===== src/rtl/cfg_dec_pkg.sv =====
package cfg_dec_pkg;
  localparam int CFG_ADDR_W   = 32;
  localparam int CFG_IDSEL_LO = 11;
  localparam int CFG_FN_LO    = 8;
  localparam int CFG_FN_W     = 3;
  localparam int CFG_BUS_W    = 8;
  localparam int CFG_SIZE_W   = 3;

  typedef enum logic [CFG_SIZE_W-1:0] {
    SZ_BYTE = 3'd1,
    SZ_HALF = 3'd2,
    SZ_WORD = 3'd4
  } acc_size_e;
endpackage


===== src/rtl/idsel_onehot_check.sv =====
module idsel_onehot_check #(
  parameter int W     = 21,
  parameter int BASE  = 11,
  parameter int POS_W = 5
) (
  input  logic [W-1:0]     sel_field,
  output logic             legal,
  output logic [POS_W-1:0] pos,
  output logic [W-1:0]     sel_onehot
);
  logic any_set;
  logic many_set;

  assign any_set  = |sel_field;
  assign many_set = |(sel_field & (sel_field - W'(1)));
  assign legal    = any_set && !many_set;

  always_comb begin
    pos = '0;
    for (int i = 0; i < W; i++) begin
      if (sel_field[i]) pos = pos | POS_W'(i + BASE);
    end
    if (!legal) pos = '0;
  end

  assign sel_onehot = legal ? sel_field : '0;
endmodule


===== src/rtl/cfg_field_split.sv =====
module cfg_field_split #(
  parameter int FN_LO = 8,
  parameter int FN_W  = 3
) (
  input  logic [FN_LO+FN_W-1:2] addr_mid,
  output logic [FN_W-1:0]       func,
  output logic [FN_LO-1:0]      reg_off
);
  assign func    = addr_mid[FN_LO+FN_W-1:FN_LO];
  assign reg_off = {addr_mid[FN_LO-1:2], 2'b00};
endmodule


===== src/rtl/cfg_devsel_decoder.sv =====
module cfg_devsel_decoder
  import cfg_dec_pkg::*;
#(
  parameter int ADDR_W   = CFG_ADDR_W,
  parameter int IDSEL_LO = CFG_IDSEL_LO,
  parameter int FN_LO    = CFG_FN_LO,
  parameter int FN_W     = CFG_FN_W,
  parameter int BUS_W    = CFG_BUS_W,
  parameter int SIZE_W   = CFG_SIZE_W,
  parameter int NSEL     = ADDR_W - IDSEL_LO,
  parameter int DEV_W    = $clog2(ADDR_W)
) (
  input  logic              clk,
  input  logic              rst,
  input  logic              acc_stb_i,
  input  logic [ADDR_W-1:0] cfg_addr_i,
  input  logic [SIZE_W-1:0] acc_size_i,
  output logic              dec_valid_o,
  output logic              dec_err_o,
  output logic              type0_o,
  output logic [BUS_W-1:0]  bus_num_o,
  output logic [DEV_W-1:0]  dev_num_o,
  output logic [FN_W-1:0]   func_num_o,
  output logic [FN_LO-1:0]  reg_off_o,
  output logic [SIZE_W-1:0] size_o,
  output logic [NSEL-1:0]   devsel_o
);
  logic             legal;
  logic [DEV_W-1:0] pos;
  logic [NSEL-1:0]  sel_onehot;
  logic [FN_W-1:0]  func_c;
  logic [FN_LO-1:0] reg_c;
  logic             unused_addr_lo;

  assign unused_addr_lo = ^cfg_addr_i[1:0];

  idsel_onehot_check #(
    .W(NSEL), .BASE(IDSEL_LO), .POS_W(DEV_W)
  ) u_check (
    .sel_field (cfg_addr_i[ADDR_W-1:IDSEL_LO]),
    .legal     (legal),
    .pos       (pos),
    .sel_onehot(sel_onehot)
  );

  cfg_field_split #(
    .FN_LO(FN_LO), .FN_W(FN_W)
  ) u_split (
    .addr_mid(cfg_addr_i[FN_LO+FN_W-1:2]),
    .func    (func_c),
    .reg_off (reg_c)
  );

  assign bus_num_o = '0;

  always_ff @(posedge clk) begin
    if (rst) begin
      dec_valid_o <= 1'b0;
      dec_err_o   <= 1'b0;
      type0_o     <= 1'b0;
      dev_num_o   <= '0;
      func_num_o  <= '0;
      reg_off_o   <= '0;
      size_o      <= '0;
      devsel_o    <= '0;
    end else begin
      dec_valid_o <= acc_stb_i && legal;
      dec_err_o   <= acc_stb_i && !legal;
      type0_o     <= acc_stb_i && legal;
      devsel_o    <= acc_stb_i ? sel_onehot : '0;
      if (acc_stb_i) begin
        dev_num_o  <= pos;
        func_num_o <= func_c;
        reg_off_o  <= reg_c;
        size_o     <= acc_size_i;
      end
    end
  end
endmodule


===== config.mk =====
export PLATFORM = sky130hd
export DESIGN_NAME = cfg_devsel_decoder
export DESIGN_NICKNAME = d
export VERILOG_FILES = /design/src/rtl/cfg_dec_pkg.sv /design/src/rtl/idsel_onehot_check.sv /design/src/rtl/cfg_field_split.sv /design/src/rtl/cfg_devsel_decoder.sv
export SDC_FILE = /design/constraint.sdc
export NUM_CORES = 1
export LEC_CHECK = 0
export ABC_CLOCK_PERIOD_IN_PS = 2810
export BUFFER_PORTS_ARGS = -buffer_cell sky130_fd_sc_hd__buf_2
export CORE_AREA = 5 5 73 75
export CTS_CLUSTER_SIZE = 28
export DETAILED_ROUTE_END_ITERATION = 8
export DIE_AREA = 0 0 78 80
export PLACE_DENSITY = 0.72
export SYNTH_ARGS = -nofsm -noshare
export SYNTH_HDL_FRONTEND = slang
export SYNTH_SLANG_ARGS = --single-unit

===== constraint.sdc =====
create_clock -name clk -period 2.81 [get_ports clk]
set_clock_uncertainty 0.15 [all_clocks]
set_input_delay 0.1405 -clock clk [delete_from_list [all_inputs] [get_ports clk]]
set_output_delay 0.1405 -clock clk [all_outputs]
set_load 0.05 [all_outputs]

==> results of run 1 <==
[worst max-delay path: cells and delay by family]
family	cells	cell delay, ns
buffers and inverters	4	1.03
AND/OR/NAND/NOR	5	1.18
AO/OA/AOI/OAI	1	0.41
[sequential cells by signal, indices dropped and copies added (netlist names)]
register,count
size_o,3
dev_num_o,5
devsel_o,21
reg_off_o,6
func_num_o,3
type0_o,1
dec_err_o,1
[timing repair]
action,CTS,global route
hold buffers,28,0
resized for setup,0,7
endpoints found under the hold margin,28,0
setup buffers,0,1
endpoints found under the setup margin,0,21
[cells by family after synthesis]
| logic type | synth area share |
|---|---|
| other | 0.00213 |
| adders and majority gates | 0.0114 |
| and+or+nand+nor | 0.286 |
| DFF | 0.455 |
| AOI/OAI and AO/OA | 0.106 |
| buffers and inverters | 0.0711 |
| muxes | 0.0683 |
[stage by stage]
| step | cell area [sq um] | hold WS, ns | worst slack (ns) | instances |
|---|---|---|---|---|
| 2_1_floorplan | 1790 | 0.112 | 0.167 | 191 |
| 3_3_place_gp | 2180 | 0.224 | 0.0184 | 312 |
| 3_5_place_dp | 2180 | 0.236 | 0.00836 | 312 |
| 4_1_cts | 2540 | 0.00202 | 0.0499 | 347 |
| 5_1_grt | 2580 | 0.0113 | 0.0272 | 350 |
| 6_report | 2580 | 0.00225 | 0.127 | 350 |
[how the worst min path moves through the flow]
stage / startpoint / end / slack (ns) / depth (start not counted)
after floorplan: cfg_addr_i[11] / devsel_o[0] / 0.11 / 1
after global placement: cfg_addr_i[4] / reg_off_o[4] / 0.22 / 3
after detailed placement: cfg_addr_i[8] / func_num_o[0] / 0.24 / 3
after CTS: cfg_addr_i[21] / devsel_o[10] / 0.002 / 2
after global routing: cfg_addr_i[21] / devsel_o[10] / 0.01 / 2
final: cfg_addr_i[21] / devsel_o[10] / 0.002 / 2
[report_power, final]
group | internal, W | total, W | leakage [nW] | switching [W]
logic | 0.0000784 | 0.000216 | 0.865 | 0.000138
clock network | 0.000169 | 0.000349 | 0.0410 | 0.000180
registers | 0.000578 | 0.000583 | 0.325 | 0.00000530
total | 0.000825 | 0.00115 | 1.23 | 0.000323
[cells in the final DEF (no fill, tap or decap), types with 2 or more instances in the layout]
cell / n
or4_1: 8
a41o_1: 2
dfxtp_1: 40
mux2i_1: 12
nor4_1: 5
and2_1: 21
or2_2: 2
nor2_1: 21
buf_2: 77
buf_4: 10
a21oi_1: 4
maj3_1: 2
a32o_1: 2
nand3_1: 2
o21ai_0: 6
nand2_1: 3
nor3b_1: 3
nor3_1: 4
conb_1: 10
or3_1: 6
dlygate4sd3_1: 28
clkbuf_8: 5
[final cells by class]
cell class	count	area (sq um)
flip-flops and latches	40	801
fillers	421	2020
repair buffers	116	752
clock buffers	6	72.6
well taps	54	67.6
multi-input cells	133	882
clock inverters	1	5.00
[layer usage]
layer	vias to the layer above	part of all wire
li1	868	-
met1	811	0.39
met2	87	0.49
met3	17	0.089
met4	0	0.027
met5	-	0
==> flow_summary.ini, run 1 <==
[placement]
place.port_buffers = 76
hpwlAfterDp_mm = 3.44
gp_congestion = 0.868

[pwr]
p_per_area_mw_per_mm2 = 445
peakVddDrop_v = 0.000179
leakage_nw = 1.23
total_power_w = 0.00115

[logic_synthesis]
yosysUniqueCellTypes = 39
yosys_warnings = 0
synth_most_common_cell = dfxtp_1
synth_top_area_frac = 0.455
syn_area_sq_mm = 0.00176
syn_inst = 182
synth_edf_count = 0
synth_seq_cells = 40
yosysSeqAreaShare = 0.455
synth_common_cells = dfxtp_1 (40), and2_1 (21), nor2_1 (21)
synth_top_cell_by_area = dfxtp_1
synthFlopType = dfxtp_1
synth-async-reset-ratio = 0
syn_area_per_cell_sq_um = 9.67
synth_area_leaders = dfxtp_1 (46%), and2_1 (7.5%), mux2i_1 (6.8%), buf_4 (4.7%), nor2_1 (4.5%)

[timing]
timing.fmax_ghz = 0.373
fin_crit_sh = 0.955
maxSlewHeadroom = 0.661
min_period_ns = 2.68
setup-tns-final_ns = 0
report.final.slew_viol_count = 0
rsz0062_at_grt = false
worst_pin_slew_ns = 0.504
final-hold-violation-count = 0
setup_viol = 0

[drt]
dr.pass1.iters = 4
vias = 1783
wl_per_cell_microns = 14.6
drc = 0
postRouteAntennaNets = 0
drt_iter0_markers = 181
routed_wl_mm = 5.09
vias_per_cell = 5.09

[clock_network]
htree_num_levels = 2
cts_sinks = 40
clockRootBuffer = clkbuf_8
clock_latency_ns = 0.29
cts.path.max_buffers = 2
cts.clk_slew.worst_paths_ns = 0.07
numCtsBuffers = 5
cts_tree = done

[grt]
grt_pass1_wl_mm = 7.89
grt_use_met2 = 0.258
grt_max_degree = 19
grtUsageMet3 = 0.0463
grt_overflow = 0
grt_use_total = 0.157
grt_util_met1 = 0.188
antenna_found_initial = 0
grt.busiest_layer = met2
grt_pass1_vias = 1708

[cells_and_area]
fin_util = 0.561
syn2layout_area_growth_pct = 46.7
num-nets-final = 334
antenna-diode-count = 0
drive_gt1_frac = 0.341

[setup_path]
r2r-end = dev_num_o[1]
rr_startpoint = dev_num_o[1]
cp-startpoint = cfg_addr_i[17]
r2r_slack_ns = 1.89
cp.arrival_ns = 2.77
cp_slowest_stage_delay_ns = 0.55
cp-endpoint = devsel_o[3]
cpMostUsedCell = buf_4
path_class = in2reg
cp_data_required_time_ns = 2.90
cp-end-kind = flip-flop
slowest_stage = dlygate4sd3_1
r2r_cells = 2
worstSetupStartpointType = input port
crit_chain = dlygate4sd3_1, buf_2, nor3_4, nand4_1, or4_4, a2111o_1, nor4b_4, buf_4, buf_4, and2_1
worstPathMaxFanout = 6

[die]
dieHeight_microns = 80
initial_core_util = 0.383
die-area_sq_mm = 0.00624
num_rows = 25
pin_count = 89
core_area_sq_mm = 0.00460
die_x_microns = 78

[outcome]
status = finished, final reports clean

[min_path]
min-delay-path-class = in2reg

[run]
maxCapViolations = 0
No activity file was read; power rests on OpenSTA's default activity.
==> inputs of run 2 (changes only) <==
HOLD_SLACK_MARGIN = 0.06   (was unset)
==> run 2 against run 1 <==
Net effect: combinational power up 6%; sequential power about the same; worst hold slack better by 0.065 ns; largest power group unchanged; register-to-register slack worse by 0.43 ns; via count up 2.0%.
==> flow_summary.ini, run 2 (synthesis results as in run 1) <==
[drt]
drc = 0
vias = 1819
postRouteAntennaNets = 0
vias_per_cell = 5.05
wl_per_cell_microns = 14.7
routed_wl_mm = 5.30
dr.pass1.iters = 4
drt_iter0_markers = 140

[timing]
hold_ws_ns = 0.0668
report.final.slew_viol_count = 0
setup_viol = 0
timing.fmax_ghz = 0.373
worst_pin_slew_ns = 0.504
maxSlewHeadroom = 0.661
fin_crit_sh = 0.955
min_period_ns = 2.68
setup-tns-final_ns = 0
final-hold-violation-count = 0
rsz0062_at_grt = false

[min_path]
min-delay-path-class = in2reg
holdPathStages = 2
min_from = rst
whs_endpoint = reg_off_o[7]

[setup_path]
cp.arrival_ns = 2.76
cp-end-kind = flip-flop
worstPathMaxFanout = 6
rr_startpoint = size_o[2]
worstSetupStartpointType = input port
r2r_cells = 3
r2r-end = size_o[2]
cp_data_required_time_ns = 2.89
cp-startpoint = cfg_addr_i[17]
path_class = in2reg
r2r_slack_ns = 1.46

[pwr]
leakage_nw = 1.28
seq_power_share = 0.503
switchingPower_w = 0.000327
switching_share = 0.281
p_per_area_mw_per_mm2 = 433
peakVddDrop_v = 0.000179
clockPowerShare = 0.301
p_int_w = 0.000834
comb_power_share = 0.196

[clock_network]
cts_tree = done
numCtsBuffers = 5
cts_sinks = 40
clock_latency_ns = 0.29
cts.clk_slew.worst_paths_ns = 0.07
clockRootBuffer = clkbuf_8
cts.path.max_buffers = 2
htree_num_levels = 2

[placement]
gp_congestion = 0.868
hpwlAfterDp_mm = 3.44
place.port_buffers = 76

[die]
die-area_sq_mm = 0.00624
pin_count = 89
num_rows = 25
core_area_sq_mm = 0.00460
initial_core_util = 0.383
dieHeight_microns = 80
die_x_microns = 78

[run]
maxCapViolations = 0

[grt]
grt_max_degree = 19
antenna_found_initial = 0
grt_pass1_wl_mm = 8.25
grt_use_total = 0.165
grt_overflow = 0
grt_pass1_vias = 1761

[cells_and_area]
final_common_cell = buf_2
num-nets-final = 344
regMostFlops = devsel_o
reg_top3 = devsel_o x21, reg_off_o x6, dev_num_o x5
fin_util = 0.583
largest_reg_flops = 21
antenna-diode-count = 0
syn2layout_area_growth_pct = 52.3
layout_common_cells = buf_2 (77), dfxtp_1 (40), dlygate4sd3_1 (38), nor2_1 (21), and2_1 (21)
drive_gt1_frac = 0.330

[outcome]
status = finished, final reports clean
[run 2: worst max path at each step]
stage	end	slack, ns	cells past startpoint
finish	devsel_o[11]	0.13	10
global route	devsel_o[20]	0.02	11
CTS	devsel_o[10]	0.05	9
detailed placement	devsel_o[10]	0.008	8
global placement	devsel_o[0]	0.02	8
floorplan	devsel_o[12]	0.17	8
[run 2: layer usage]
metal	routed length [microns]	vias to the layer above	global-route usage
met1	2010	835	0.193
met4	112	0	0.0676
met5	0	-	0
li1	-	883	-
met3	502	11	0.0463
met2	2670	90	0.284
[run 2: metrics by stage]
step,cells,power [W],worst slack (ns),area (sq um)
after floorplan,191,0.000722,0.167,1790
after global placement,312,0.000773,0.0184,2180
after detailed placement,312,0.000775,0.00836,2180
after CTS,357,0.00116,0.0500,2640
after global routing,360,0.00121,0.0221,2680
final,360,0.00116,0.128,2680
[run 2: final cells by class]
cell class / instances / area, sq um
Timing Repair Buffer: 126 / 852
Multi-Input combinational cell: 133 / 882
Fill cell: 402 / 1920
Tap cell: 54 / 67.6
Clock buffer: 6 / 72.6
Clock inverter: 1 / 5.00
Sequential cell: 40 / 801
[run 2: critical path, stage by stage]
cell and delay (ns):
dlygate4sd3_1 0.55, buf_2 0.16, nor3_4 0.20, nand4_1 0.14
or4_4 0.46, a2111o_1 0.41, nor4b_4 0.26, buf_4 0.18
buf_4 0.14, and2_1 0.11
[run 2: power groups by stage]
stage | clock [W] | sequential (W) | combinational [W]
finish | 0.000349 | 0.000583 | 0.000228
detailed placement | 0 | 0.000595 | 0.000180
floorplan | 0 | 0.000634 | 0.0000880
CTS | 0.000359 | 0.000582 | 0.000222
global placement | 0 | 0.000595 | 0.000178
global route | 0.000386 | 0.000584 | 0.000242
[run 2: timing repair]
| item | in CTS | in global routing |
|---|---|---|
| setup buffers | 0 | 1 |
| hold endpoints to repair | 33 | 0 |
| gates resized for setup | 0 | 7 |
| setup endpoints to repair | 0 | 21 |
| hold buffers | 38 | 0 |
